**src/rtl/mbx_pkg.sv**
```systemverilog
package mbx_pkg;
  localparam int unsigned STAT_W         = 2;
  localparam int unsigned STAT_EMPTY_BIT = 0;
  localparam int unsigned STAT_PEND_BIT  = 1;

  typedef struct packed {
    logic pend;
    logic empty;
  } mbx_stat_t;
endpackage

```
**src/rtl/mbx_rst_sync.sv**
```systemverilog
module mbx_rst_sync #(
  parameter int unsigned STAGES = 2
) (
  input  logic clk,
  input  logic rst_n,
  output logic rst_n_sync
);
  logic [STAGES-1:0] chain_q;
  logic [STAGES-1:0] chain_d;

  always_comb begin
    chain_d = {chain_q[STAGES-2:0], 1'b1};
  end

  always_ff @(posedge clk or negedge rst_n) begin
    if (!rst_n) chain_q <= '0;
    else        chain_q <= chain_d;
  end

  assign rst_n_sync = chain_q[STAGES-1];
endmodule

```
**src/rtl/mbx_data_reg.sv**
```systemverilog
module mbx_data_reg #(
  parameter int unsigned DATA_W = 24
) (
  input  logic              clk,
  input  logic              rst_n,
  input  logic              load,
  input  logic [DATA_W-1:0] din,
  output logic [DATA_W-1:0] dout
);
  logic [DATA_W-1:0] word_q;
  logic [DATA_W-1:0] word_d;

  always_comb begin
    word_d = word_q;
    if (load) word_d = din;
  end

  always_ff @(posedge clk or negedge rst_n) begin
    if (!rst_n)    word_q <= '0;
    else if (load) word_q <= word_d;
  end

  assign dout = word_q;
endmodule

```
**src/rtl/mbx_flags.sv**
```systemverilog
module mbx_flags
  import mbx_pkg::*;
(
  input  logic      clk,
  input  logic      rst_n,
  input  logic      wr_req,
  input  logic      rd_req,
  input  logic      svc,
  output logic      wr_accept,
  output mbx_stat_t stat
);
  mbx_stat_t stat_q;
  mbx_stat_t stat_d;
  logic      rd_release;
  logic      flag_en;

  always_comb begin
    wr_accept  = wr_req & stat_q.empty;
    rd_release = rd_req & ~stat_q.empty;
    flag_en    = wr_accept | rd_release | svc;
    stat_d     = stat_q;
    // empty: an accepted load fills, a read of a full register drains
    if (wr_accept)       stat_d.empty = 1'b0;
    else if (rd_release) stat_d.empty = 1'b1;
    // pending: a set from a new load beats a simultaneous serviced pulse
    if (wr_accept)       stat_d.pend = 1'b1;
    else if (svc)        stat_d.pend = 1'b0;
  end

  always_ff @(posedge clk or negedge rst_n) begin
    if (!rst_n)       stat_q <= '{pend: 1'b0, empty: 1'b1};
    else if (flag_en) stat_q <= stat_d;
  end

  assign stat = stat_q;
endmodule

```
**src/rtl/nmi_mailbox.sv**
```systemverilog
module nmi_mailbox
  import mbx_pkg::*;
#(
  parameter int unsigned DATA_W    = 24,
  parameter int unsigned RST_SYNC  = 2
) (
  input  logic              clk,
  input  logic              rst_n,
  input  logic              snd_we,
  input  logic [DATA_W-1:0] snd_wdata,
  output logic [STAT_W-1:0] snd_status,
  input  logic              rcv_rd,
  output logic [DATA_W-1:0] rcv_rdata,
  input  logic              rcv_serviced,
  output logic              nmi
);
  logic      rst_n_sync;
  logic      wr_accept;
  mbx_stat_t stat;

  mbx_rst_sync #(.STAGES(RST_SYNC)) u_rst (
    .clk        (clk),
    .rst_n      (rst_n),
    .rst_n_sync (rst_n_sync)
  );

  mbx_flags u_flags (
    .clk       (clk),
    .rst_n     (rst_n_sync),
    .wr_req    (snd_we),
    .rd_req    (rcv_rd),
    .svc       (rcv_serviced),
    .wr_accept (wr_accept),
    .stat      (stat)
  );

  mbx_data_reg #(.DATA_W(DATA_W)) u_data (
    .clk   (clk),
    .rst_n (rst_n_sync),
    .load  (wr_accept),
    .din   (snd_wdata),
    .dout  (rcv_rdata)
  );

  always_comb begin
    snd_status                 = '0;
    snd_status[STAT_EMPTY_BIT] = stat.empty;
    snd_status[STAT_PEND_BIT]  = stat.pend;
  end

  assign nmi = stat.pend;
endmodule

```
**config.mk**
```make
export PLATFORM = sky130hd
export DESIGN_NAME = nmi_mailbox
export DESIGN_NICKNAME = d
export VERILOG_FILES = /design/src/rtl/mbx_pkg.sv /design/src/rtl/mbx_rst_sync.sv /design/src/rtl/mbx_data_reg.sv /design/src/rtl/mbx_flags.sv /design/src/rtl/nmi_mailbox.sv
export SDC_FILE = /design/constraint.sdc
export NUM_CORES = 1
export LEC_CHECK = 0
export BUFFER_PORTS_ARGS = -buffer_cell sky130_fd_sc_hd__clkbuf_2
export CAP_MARGIN = 20
export CORE_UTILIZATION = 35
export CTS_CLUSTER_SIZE = 8
export DETAILED_ROUTE_END_ITERATION = 12
export GPL_TIMING_DRIVEN = 0
export PLACE_DENSITY = 0.72
export SETUP_SLACK_MARGIN = 0.5
export SYNTH_ARGS = -nofsm -noshare
export SYNTH_HDL_FRONTEND = slang
export SYNTH_SLANG_ARGS = --single-unit
```
**constraint.sdc**
```tcl
create_clock -name clk -period 1.45 [get_ports clk]
set_input_delay 0.145 -clock clk [delete_from_list [all_inputs] [get_ports clk]]
set_output_delay 0.145 -clock clk [all_outputs]
set_load 0.05 [all_outputs]
```
## After elaboration in Yosys (flattened, before gate mapping)

Index checks and enable logic that the tools add are counted.

- Flip-flop bits (word level): 28
- Bits in latches: 0
- Bits in writable memories: 0
- ROM bits: 0
- Output and inout bits: 27
- Logic and storage cells: 17
- Memories: 0

- Add/subtract/negate cells: 0
- $mul: 0
- Div/mod/pow operators: 0
- Magnitude comparators: 0
- Equal/unequal tests: 0
- Shift operators: 0
- Multiplexer cells: 4
- Bitwise logic cells: 5
- Reduce and logical (&&, ||, !) cells: 4

Operators by type and width:

| kind | count |
|---|---|
| 1-bit two-way mux | 4 |
| 2-bit AND reduction | 2 |
| 2-bit nonzero test | 2 |
| 1-bit bitwise AND | 2 |
| 1-bit bitwise OR | 2 |
| 1-bit NOT | 1 |

## Depth between registers and ports, before layout

- Depth after elaboration: 5
- Mapped depth: 3
- Gate-level depth less buffers: 2

## By module

From an unflattened synthesis, not the netlist that was laid out.

- Cell total of the unflattened synthesis: 62
- Area total of the unflattened synthesis: 1143.6 um^2

Modules (own cells, without submodules):

| module | instances | cells each | area an instance (um^2) | seq. area each (um^2) |
|---|---|---|---|---|
| mbx_data_reg | 1 | 51 | 997.2 | 600.6 |
| mbx_flags | 1 | 7 | 85.1 | 51.3 |
| mbx_rst_sync | 1 | 3 | 53.8 | 50.0 |
| nmi_mailbox | 1 | 1 | 7.5 | 0.0 |

## Worst setup path after synthesis

No wires, ideal clock.

- Path kind: reg2reg
- Start point: reg u_flags.stat_q (netlist bit u_flags.stat[0])
- End point: reg u_data.word_q[0] (netlist: u_data.dout[0])
- Data arrival time: 1.290 ns
- Data required time: 1.325 ns
- Slack: 0.034 ns
- Cell stages (with the launch flop): 4
- Path buffers: 1
- Period minus slack after synthesis: 1.416 ns
- Path through: dfstp_2 -> nand2_4 -> buf_6 -> mux2_4

- Word-level cells in the longest chain between the ends: 1

RTL lines:

| what | RTL line | source |
|---|---|---|
| start, declared | mbx_flags.sv:12 | `mbx_stat_t stat_q;` |
| start signal, assigned | mbx_flags.sv:31 | `if (!rst_n) stat_q <= '{pend: 1'b0, empty: 1'b1};` |
| start signal, assigned | mbx_flags.sv:32 | `else if (flag_en) stat_q <= stat_d;` |
| 1-bit bitwise AND | mbx_flags.sv:18 | `wr_accept = wr_req & stat_q.empty;` |
| end signal, assigned | mbx_data_reg.sv:20 | `else if (load) word_q <= word_d;` |
| end, declared | mbx_data_reg.sv:10 | `logic [DATA_W-1:0] word_q;` |

Every way passes these cells.
A chain may end at the register's enable or synchronous reset.

## Worst setup path after layout

- Start point: reg u_flags.stat_q (netlist bit u_flags.stat[0])
- End point: reg u_data.word_q[12] (netlist: u_data.dout[12])

Same word-level chain as after synthesis.

==> results by group <==
STA
  – Setup_tns: 0 ps
  – Tmin final: 1270 ps
  – Worst-Margin Slew: 567 ps
  – Final period util: 87.7%
  – Max Slew Vio Count: 0
  – Endpoints failing setup: 0
  – Fmax: 787 MHz
  – Hold Violations, Final: 0
  – RSZ-0062 raised after global routing: true
  – Hold WS: 25.8 ps
  – Final setup margin: 179 ps
  – Slew margin rel.: 62.2%
  – Clock Skew: 10.3 ps

Logic synthesis
  – Syn_nets: 89
  – Syn Inst Count: 60
  – Cell area after synthesis: 1100 µm²
  – Seq/Total Area, Yosys: 63.7%
  – Synth unique cells: 11
  – Syn_area_per_cell: 18.4 µm²
  – Yosys Warn Count: 0
  – Seq cells post-synth: 28

Floorplan
  – Die Area: 3370 µm²
  – Core area: 2880 µm²
  – Rows: 19
  – Starting Density: 38.3%
  – DIE WIDTH: 58.1 µm
  – IO Pins: 56
  – Die Y: 58.1 µm

Layout
  – Antenna diode count: 0
  – Fill cell total of the finished layout: 220
  – Final net count: 167
  – Synthesis-to-layout area growth: 76.5%
  – Fin cells: 179
  – Layout cells sized above 1: 77.4%

Global routing
  – Initial antenna violation count: 0
  – First-pass GRT wire length: 3830 µm
  – Overall routing resource usage: 15.3%
  – Largest net degree at the start of global routing: 27
  – GRT overflow: 0
  – Vias in the first global route: 852

Clocking
  – Clk sinks: 28
  – Clk Latency, worst-skew pair: 320 ps
  – H-tree Lvls: 1
  – CTS max path bufs: 2
  – Clock slew at reported path FFs: 140 ps
  – TritonCTS buffer count: 3
  – TritonCTS clock tree: yes
  – Clk Tree Root Cell: clkbuf_4

Placement
  – Routability congestion estimate from global placement: 0.622
  – Placed cell count: 157
  – # port buffers: 55
  – Dpl ws: 191 ps
  – Detail Placement HPWL: 1500 µm

Routing
  – DRC errors left: 0
  – Via/cell ratio: 4.27
  – DR pass1 iterations: 2
  – Wire per inst: 14.0 µm
  – Via count: 764
  – Antenna Nets Post-Route: 0
  – Final WL: 2510 µm
  – Initial DRC Count: 16

Critical path
  – CP endpoint kind: register
  – Worst Path Max Fanout: 10
  – CP Class: reg -> reg
  – Data arrival, critical path: 1490 ps
  – Data required, critical path: 1670 ps
  – CP Launch Type: register

Run
  – Max cap viols: 0

Power and ir drop
  – PD cells: 1660 nW/µm²
  – Sw Share: 36.9%
  – Max VDD drop: 1.46 mV
  – Clock Power Share: 15.6%
  – P_leak: 0.995 nW
  – Switching power: 1.19 mW
  – Combinational share of power: 49.8%
  – Int Power: 2.04 mW
  – Power share of the sequential group: 34.6%

Run status
  – Status: complete, no violations

Hold path
  – HP Class: in -> reg
[registers in the layout, summed over array words and instances, names as in the netlist]
name and count:
u_rst.chain_q 2, u_data.dout 24, u_flags.stat 2
[cell usage in the layout, fill, tap and decap left out, types with 2 or more instances in the layout]
cell type,count
buf_12,2
dlygate4sd3_1,2
clkbuf_16,2
dfrtp_2,2
clkbuf_4,3
dfrtp_1,25
mux2_4,18
clkbuf_2,28
buf_6,3
buf_4,14
mux2_2,6
buf_8,25
[power by group through the flow]
stage	clock network [mW]	logic (mW)	registers (mW)
6_report	0.505	1.61	1.12
4_1_cts	0.520	1.48	1.08
3_3_place_gp	0	1.08	1.06
5_1_grt	0.544	1.67	1.14
2_1_floorplan	0	0.288	1.62
3_5_place_dp	0	1.10	1.07
[worst max-delay path: stages (launching register included)]
cell and delay, ps:
dfstp_2 620, nand2_4 100, buf_12 160, mux2_4 290
[synth_stat cells]
master | n | share of area (%)
inv_1 | 1 | 0.34
mux2_4 | 18 | 25
o21ai_0 | 1 | 0.45
o21a_1 | 1 | 0.68
conb_1 | 1 | 0.34
buf_4 | 1 | 0.68
nand2_4 | 1 | 1.0
dfstp_2 | 1 | 2.4
dfrtp_1 | 27 | 61
buf_6 | 2 | 2.0
mux2_2 | 6 | 6.1
[timing repair]
item                                    CTS  global route
setup buffers                            11             5
hold buffers                              2             0
pin swaps                                 1             0
gates resized for setup                  63            26
endpoints found under the setup margin   79            53
cloned                                    0             0
endpoints found under the hold margin     3             0
[worst paths after layout]
kind	cells past startpoint	slack, ps	to	from
hold reg to reg	0	260	u_data.dout[4]$_DFFE_PN0P_	u_rst.chain_q[1]$_DFF_PN0_
setup reg to reg	3	180	u_data.dout[12]$_DFFE_PN0P_	u_flags.stat[0]$_DFFE_PN1P_
max in group asynchronous	0	770	u_flags.stat[1]$_DFFE_PN0P_	u_rst.chain_q[1]$_DFF_PN0_
setup / recovery	3	180	u_data.dout[12]$_DFFE_PN0P_	u_flags.stat[0]$_DFFE_PN1P_
min in group asynchronous	2	120	u_rst.chain_q[1]$_DFF_PN0_	rst_n
hold / removal	2	30	u_flags.stat[0]$_DFFE_PN1P_	rcv_rd
[logic make-up (layout without fill, tap and decap cells)]
logic type / count (synthesis) / in the layout / synth area share (%)
AOI/OAI and AO/OA: 2 / 2 / 1.14
buffers and inverters: 4 / 81 / 3.07
DFF: 28 / 28 / 63.8
muxes: 24 / 24 / 30.7
other: 1 / 1 / 0.341
and+or+nand+nor: 1 / 1 / 1.02
[layout make-up]
type	instances	area [µm²]	share of cell area, %
flip-flops and latches	28	704	36.3
well taps	42	52.6	2.70
inverters	1	3.75	0.193
repair buffers	73	713	36.7
clock inverters	1	30.0	1.55
clock buffers	3	22.5	1.16
multi-input cells	28	365	18.8
plain buffers	3	51.3	2.64
[metrics by stage]
step           area (µm²)  utilization (%)  total power, mW
3_5_place_dp         1430             49.7             2.17
6_report             1940             67.6             3.23
4_1_cts              1870             65.0             3.08
2_1_floorplan        1100                -             1.91
5_1_grt              1940             67.6             3.35
3_3_place_gp         1430             49.7             2.14
[per-layer routing]
layer | GRT usage (%) | part of all wire, % | up-vias | routed length, µm
met1 | 16.4 | 39 | 372 | 974
met4 | 2.04 | 0.68 | 0 | 17
met2 | 29.6 | 55 | 33 | 1380
met5 | 0 | 0 | - | 0
met3 | 5.13 | 5.5 | 2 | 138
li1 | - | - | 357 | -
Power figures use the tool's default switching activity.
